`src/rtl/rstgen_pkg.sv`:
```
package rstgen_pkg;
   localparam int CODE_W = 4;
   localparam logic [CODE_W-1:0] CODE_POS_ADJ = 4'd14;
   localparam logic [CODE_W-1:0] CODE_NEG_ADJ = 4'd15;

   typedef enum logic [1:0] {
      SENSE_UNDER   = 2'd0,
      SENSE_POS_ADJ = 2'd1,
      SENSE_NEG_ADJ = 2'd2
   } sense_e;

   function automatic sense_e decode_sense(logic [CODE_W-1:0] code);
      sense_e s;
      if (code == CODE_NEG_ADJ)      s = SENSE_NEG_ADJ;
      else if (code == CODE_POS_ADJ) s = SENSE_POS_ADJ;
      else                           s = SENSE_UNDER;
      return s;
   endfunction
endpackage

```
`src/rtl/rstgen_cfg_latch.sv`:
```
module rstgen_cfg_latch
   import rstgen_pkg::*;
#(
   parameter int N_CH = 4
) (
   input  logic                     clk,
   input  logic                     por_n,
   input  logic [N_CH*CODE_W-1:0]   cfg_code,
   output logic                     cfg_valid,
   output logic [N_CH-1:0]          inv_vec
);
   always_ff @(posedge clk or negedge por_n) begin
      if (!por_n) cfg_valid <= 1'b0;
      else        cfg_valid <= 1'b1;
   end

   for (genvar g = 0; g < N_CH; g++) begin : g_ch
      sense_e sense_q;
      always_ff @(posedge clk or negedge por_n) begin
         if (!por_n)
            sense_q <= SENSE_UNDER;
         else if (!cfg_valid)
            sense_q <= decode_sense(cfg_code[g*CODE_W +: CODE_W]);
      end
      assign inv_vec[g] = (sense_q == SENSE_NEG_ADJ);
   end
endmodule

```
`src/rtl/rstgen_fault_map.sv`:
```
module rstgen_fault_map #(
   parameter int N_CH = 4
) (
   input  logic [N_CH-1:0] ch_above,
   input  logic [N_CH-1:0] inv_vec,
   output logic [N_CH-1:0] fault_vec,
   output logic            any_fault
);
   for (genvar g = 0; g < N_CH; g++) begin : g_map
      assign fault_vec[g] = inv_vec[g] ? ch_above[g] : ~ch_above[g];
   end
   assign any_fault = |fault_vec;
endmodule

```
`src/rtl/rstgen_debounce.sv`:
```
module rstgen_debounce #(
   parameter int STABLE_CYCLES = 16,
   localparam int CW = $clog2(STABLE_CYCLES + 1)
) (
   input  logic clk,
   input  logic por_n,
   input  logic raw_in,
   output logic level_q
);
   logic [CW-1:0] cnt_q;

   if (STABLE_CYCLES < 1) begin : g_bad
      $error("rstgen_debounce: STABLE_CYCLES must be at least 1");
   end

   always_ff @(posedge clk or negedge por_n) begin
      if (!por_n) begin
         level_q <= 1'b1;
         cnt_q   <= '0;
      end else if (raw_in == level_q) begin
         cnt_q <= '0;
      end else if (cnt_q == CW'(STABLE_CYCLES - 1)) begin
         level_q <= raw_in;
         cnt_q   <= '0;
      end else begin
         cnt_q <= cnt_q + 1'b1;
      end
   end
endmodule

```
`src/rtl/rstgen_delay.sv`:
```
module rstgen_delay #(
   parameter int CNT_W              = 25,
   parameter int DEFAULT_TMO_CYCLES = 20_000_000
) (
   input  logic             clk,
   input  logic             por_n,
   input  logic             run,
   input  logic             tmo_sel,
   input  logic [CNT_W-1:0] tmo_prog,
   output logic             released
);
   localparam logic [CNT_W-1:0] DEF_LIMIT = CNT_W'(DEFAULT_TMO_CYCLES);

   if (CNT_W < 2 || CNT_W > 40) begin : g_bad_w
      $error("rstgen_delay: CNT_W out of range");
   end
   if (DEFAULT_TMO_CYCLES < 1 ||
       longint'(DEFAULT_TMO_CYCLES) > ((longint'(1) << CNT_W) - 1)) begin : g_bad_d
      $error("rstgen_delay: DEFAULT_TMO_CYCLES does not fit CNT_W");
   end

   logic [CNT_W-1:0] limit;
   logic [CNT_W-1:0] cnt_q;

   always_comb begin
      if (!tmo_sel)              limit = DEF_LIMIT;
      else if (tmo_prog == '0)   limit = CNT_W'(1);
      else                       limit = tmo_prog;
   end

   always_ff @(posedge clk or negedge por_n) begin
      if (!por_n) begin
         cnt_q    <= '0;
         released <= 1'b0;
      end else if (!run) begin
         cnt_q    <= '0;
         released <= 1'b0;
      end else if (!released) begin
         if (cnt_q >= limit - 1'b1) begin
            released <= 1'b1;
            cnt_q    <= '0;
         end else begin
            cnt_q <= cnt_q + 1'b1;
         end
      end
   end
endmodule

```
`src/rtl/rst_supervisor.sv`:
```
module rst_supervisor
   import rstgen_pkg::*;
#(
   parameter int N_CH               = 4,
   parameter int CNT_W              = 25,
   parameter int DEFAULT_TMO_CYCLES = 20_000_000,
   parameter int DEB_CYCLES         = 16
) (
   input  logic                   clk,
   input  logic                   por_n,
   input  logic [N_CH*CODE_W-1:0] cfg_code,
   input  logic [N_CH-1:0]        ch_above,
   input  logic                   mr_n,
   input  logic                   rdis,
   input  logic                   tmo_sel,
   input  logic [CNT_W-1:0]       tmo_prog,
   output logic                   sys_rst_n
);
   if (N_CH < 1) begin : g_bad_n
      $error("rst_supervisor: N_CH must be positive");
   end

   logic            cfg_valid;
   logic [N_CH-1:0] inv_vec;
   logic [N_CH-1:0] fault_vec;
   logic            any_fault;
   logic            mr_db;
   logic            run;
   logic            released;

   rstgen_cfg_latch #(.N_CH(N_CH)) u_cfg (
      .clk(clk), .por_n(por_n), .cfg_code(cfg_code),
      .cfg_valid(cfg_valid), .inv_vec(inv_vec)
   );

   rstgen_fault_map #(.N_CH(N_CH)) u_map (
      .ch_above(ch_above), .inv_vec(inv_vec),
      .fault_vec(fault_vec), .any_fault(any_fault)
   );

   rstgen_debounce #(.STABLE_CYCLES(DEB_CYCLES)) u_deb (
      .clk(clk), .por_n(por_n), .raw_in(mr_n), .level_q(mr_db)
   );

   assign run = cfg_valid & ~any_fault & mr_db;

   rstgen_delay #(.CNT_W(CNT_W), .DEFAULT_TMO_CYCLES(DEFAULT_TMO_CYCLES)) u_dly (
      .clk(clk), .por_n(por_n), .run(run), .tmo_sel(tmo_sel),
      .tmo_prog(tmo_prog), .released(released)
   );

   assign sys_rst_n = rdis | (released & run);
endmodule

```
`config.mk`:
```
export PLATFORM = sky130hd
export DESIGN_NAME = rst_supervisor
export DESIGN_NICKNAME = d
export VERILOG_FILES = /design/src/rtl/rstgen_pkg.sv /design/src/rtl/rstgen_cfg_latch.sv /design/src/rtl/rstgen_fault_map.sv /design/src/rtl/rstgen_debounce.sv /design/src/rtl/rstgen_delay.sv /design/src/rtl/rst_supervisor.sv
export SDC_FILE = /design/constraint.sdc
export NUM_CORES = 1
export LEC_CHECK = 0
export CAP_MARGIN = 10
export CORE_AREA = 2 2 94 96
export DETAILED_ROUTE_END_ITERATION = 12
export DIE_AREA = 0 0 96 98
export DONT_BUFFER_PORTS = 1
export PLACE_DENSITY = 0.61
export SLEW_MARGIN = 10
export SYNTH_ARGS = -nofsm -noshare
export SYNTH_HDL_FRONTEND = slang
export SYNTH_SLANG_ARGS = --single-unit
export TNS_END_PERCENT = 100
```
`constraint.sdc`:
```
create_clock -name clk -period 2.4 [get_ports clk]
set_clock_uncertainty 0.2 [all_clocks]
set_input_delay 0 -clock clk [delete_from_list [all_inputs] [get_ports clk]]
set_output_delay 0 -clock clk [all_outputs]
set_load 0.1 [all_outputs]
```
==> results.md <==
* Critical path depth at 18
* Max IR drop VDD at 0.2094 mV
* Commonest non-fill, non-tap cells in the layout: 68 x sky130_fd_sc_hd__nand2_1, 53 x sky130_fd_sc_hd__buf_4, 40 x sky130_fd_sc_hd__dfrtp_1, 33 x sky130_fd_sc_hd__nand3_1, 32 x sky130_fd_sc_hd__nor2_1
* Placed cell areas at 4020 µm²
* Clock tree from TritonCTS: built
* Data required time at the worst endpoint at 2.38 ns
* Count of state elements after synthesis at 41
* Antenna Cells at 0
* Placed cell count at 582
* Top cell family by delay on the critical path: simple AND/OR/NAND/NOR gates
* Residual DRC at 0
* Drt first pass iters at 4
* Combined area of the multi-input logic cells at 2427 µm²
* Initial detailed-routing violation count at 185
* Initial antenna violation count at 0
* Half-perimeter wire length of the detailed placement result at 6.639 mm
* Setup repair after global routing missed its margin: true
* Horiz. Die Dim at 96 µm
* Fraction of power spent switching nets at 0.2489
* Setup WS post-layout at -1.200 ns
* Filler Cells Inserted at 796
* Number of global-route vias before repair at 3377
* Max-Cap Viols at 0
* Vert. Die Dim at 98 µm
* Count of yosys warnings during synthesis at 0
* Number of placed I/O pins at 51
* Share of total power in the clock network at 0.389
* Non-Filler Cell Area, Final at 4443 µm²
* Number of buffers created by CTS at 5
* Share of final-layout standard cells stronger than drive strength 1 at 0.1996
* Arrival time at the worst endpoint at 3.58 ns
* Area occupied by registers at 1027 µm²
* Largest net degree at the start of global routing at 41
* Remaining global-route overflow at 0
* Setup slack on the worst flop-to-flop path at -0.08 ns
* Cell count after synthesis at 435
* Static power due to leakage at 0.001828 µW
* Synth-to-layout area growth at 28.80%
* GP Congestion at 0.8200
* Asr flop ratio synth at 1.000
* Number of synthesized flops with an enable pin at 0
* Slowest-stage cell, CP: sky130_fd_sc_hd__or4_4
* Insertion delay to the later sink of the worst-skew pair at 0.30 ns
* Hold Fails Final Rpt at 0
* Vias per cell at 5.678
* Synthesized net count at 513
* Final std cells w/o fill at 614
* Worst hold slack at 0.04044 ns
* Final min period at 3.600 ns
* Dominant synthesized flop cell: sky130_fd_sc_hd__dfrtp_1
* Most frequent standard cell in the layout excluding fill and tap cells: sky130_fd_sc_hd__nand2_1
* Maximum single-stage delay on the critical path at 0.53 ns
* Maximum clock insertion buffer count at 2
* Max-slew violation count at 0
* Nature of the critical path startpoint: primary input
* Internal power at 1110 µW
* End-of-flow core utilization at 0.5248
* Worst-path maximum fanout at 7
* Class of the most critical setup path: primary input to flop
* Tcrit/Tclk final at 1.500
* DP Worst Slack at -1.568 ns
* CP bufs+invs at 3
* Final Net Count at 583
* Global-route usage over all layers at 0.1972
* Row count at 34
* Proportion of power drawn by combinational gates at 0.131
* Total die area at 9408 µm²
* Initial cell density of the core at 0.4075
* Total number of vias at 3486
* Worst-path cell chain: or4_4, or4_4, nor4_4, nand3_2, nand2b_1, nand2_2, ha_4, buf_4, xor2_1, ha_1, nand4_1, buf_4, nor4_1, nand2_1, o31a_4, buf_6, a31oi_1, a311oi_1
* Highest clock rate at 0.2778 GHz
* Crit path capture type: flop
* Total of endpoints with negative setup slack in the final report at 26
* IO buf count at 0
* Sequential element share of the synthesized area at 0.2978
* Routed wire per std cell at 14.70 µm
* Clock root cell: sky130_fd_sc_hd__clkbuf_8
* Flop pwr share at 0.480
* Register-to-Register Path Depth at 9
* Switching pwr at 367.9 µW
* Number of unique standard cell types used by synthesis at 47
* Area of the core at 8466 µm²
* Overall routed net length at 9.027 mm
* Total power divided by cell area at 332.7 nW/µm²
* Result of the run: finished with violations
* H-tree depth at 2
* Path category of the worst min-delay check: primary input to async pin
* Clock-pin slew of the registers on the worst-case setup and hold paths at 0.09 ns
* Average instance area after synthesis at 7.930 µm²
* Remaining antenna violation count at 0
* Global-route wire length before repair at 15.00 mm
* Violated checks: negative setup slack
* Number of sinks handled by clock tree synthesis at 41
* Total standard cell area after synthesis at 3450 µm²
[state kept, by name, summed over array words and instances, names as in the netlist]
| signal | cells |
|---|---|
| u_deb.level_q | 1 |
| u_dly.cnt_q | 25 |
| u_cfg.g_ch.sense_q | 8 |
| u_dly.released | 1 |
| u_deb.cnt_q | 5 |
| u_cfg.cfg_valid | 1 |
[worst register-to-register path, delay by kind of cell (launching register included)]
kind / cells / cell delay (ns)
DFF: 1 / 0.46
adders and majority gates: 1 / 0.34
buffers and inverters: 2 / 0.31
and+or+nand+nor: 3 / 0.48
AOI/OAI and AO/OA: 3 / 0.56
[final timing paths]
path	from	endpoint
max	tmo_prog[17]	u_dly.cnt_q[17]$_DFFE_PN0N_
min	por_n	u_deb.level_q$_DFFE_PN1P_
max reg2reg	u_dly.cnt_q[2]$_DFFE_PN0N_	u_dly.cnt_q[17]$_DFFE_PN0N_
min reg2reg	u_deb.cnt_q[0]$_DFF_PN0_	u_deb.cnt_q[0]$_DFF_PN0_
max in group asynchronous	por_n	u_dly.cnt_q[23]$_DFFE_PN0N_
min in group clk	rdis	sys_rst_n
[cell usage after synthesis, drive strengths merged, types with 4 or more instances]
master   n  share of area
nor4    10          0.022
or3      4         0.0073
o211ai   9          0.020
o31ai    5          0.011
nor2b    8          0.015
xnor2   12          0.030
ha      28           0.10
o21ai   11          0.016
or4      6          0.018
o21a     7          0.015
dfrtp   40           0.29
or2      4         0.0080
nor2    33          0.037
nand2   70          0.076
clkbuf  18          0.020
nor3    19          0.031
a211oi   6          0.013
xor2    13          0.033
inv      8         0.0087
nand3   36          0.052
a31oi   15          0.027
a21oi   21          0.030
nand4   23          0.042
[through the flow]
| stage | power (µW) | setup TNS (ns) |
|---|---|---|
| after floorplan | 833.6 | -35.51 |
| after global placement | 864.8 | -37.93 |
| after detailed placement | 870.1 | -39.29 |
| after CTS | 1491 | -30.70 |
| after global routing | 1541 | -34.29 |
| final | 1478 | -30.14 |
[final cells by class]
type / instances / share of cell area
clock buffer: 5 / 0.01549
clock inverter: 3 / 0.01042
inverter: 9 / 0.007603
multi-input combinational: 367 / 0.5463
sequential: 41 / 0.2312
tap: 108 / 0.03041
timing repair buffer: 81 / 0.1585
[kinds of logic after synthesis]
logic type,after synthesis,share of synthesized area
buf+inv,27,0.02938
simple gates,226,0.3370
other cells,1,0.001087
compound gates,86,0.1665
mux,1,0.003264
xor+xnor,25,0.06347
flops,41,0.2978
fa+ha+maj,28,0.1016
[power by group through the flow]
| stage | clock network [µW] | logic [µW] | registers (µW) |
|---|---|---|---|
| 6_report | 575 | 194 | 709 |
| 5_1_grt | 613 | 217 | 711 |
| 4_1_cts | 590 | 193 | 709 |
| 3_5_place_dp | 0 | 147 | 723 |
| 3_3_place_gp | 0 | 143 | 722 |
| 2_1_floorplan | 0 | 115 | 718 |
[layer usage]
layer	up-vias	routed length (µm)	global-route usage	share of wire
met1	1647	4022	0.2571	0.45
met2	89	4436	0.3403	0.49
met5	-	0	0	0
li1	1744	-	-	-
met3	6	478	0.02932	0.053
met4	0	90	0.04505	0.010
[timing repair]
action	in CTS	in global routing
pin swaps	7	1
gates resized for setup	5	9
hold endpoints to repair	55	0
setup buffers	2	0
endpoints found under the setup margin	26	27
hold buffers	20	0
cloned	1	1
Note: power is estimated with default switching activity, not from simulation.
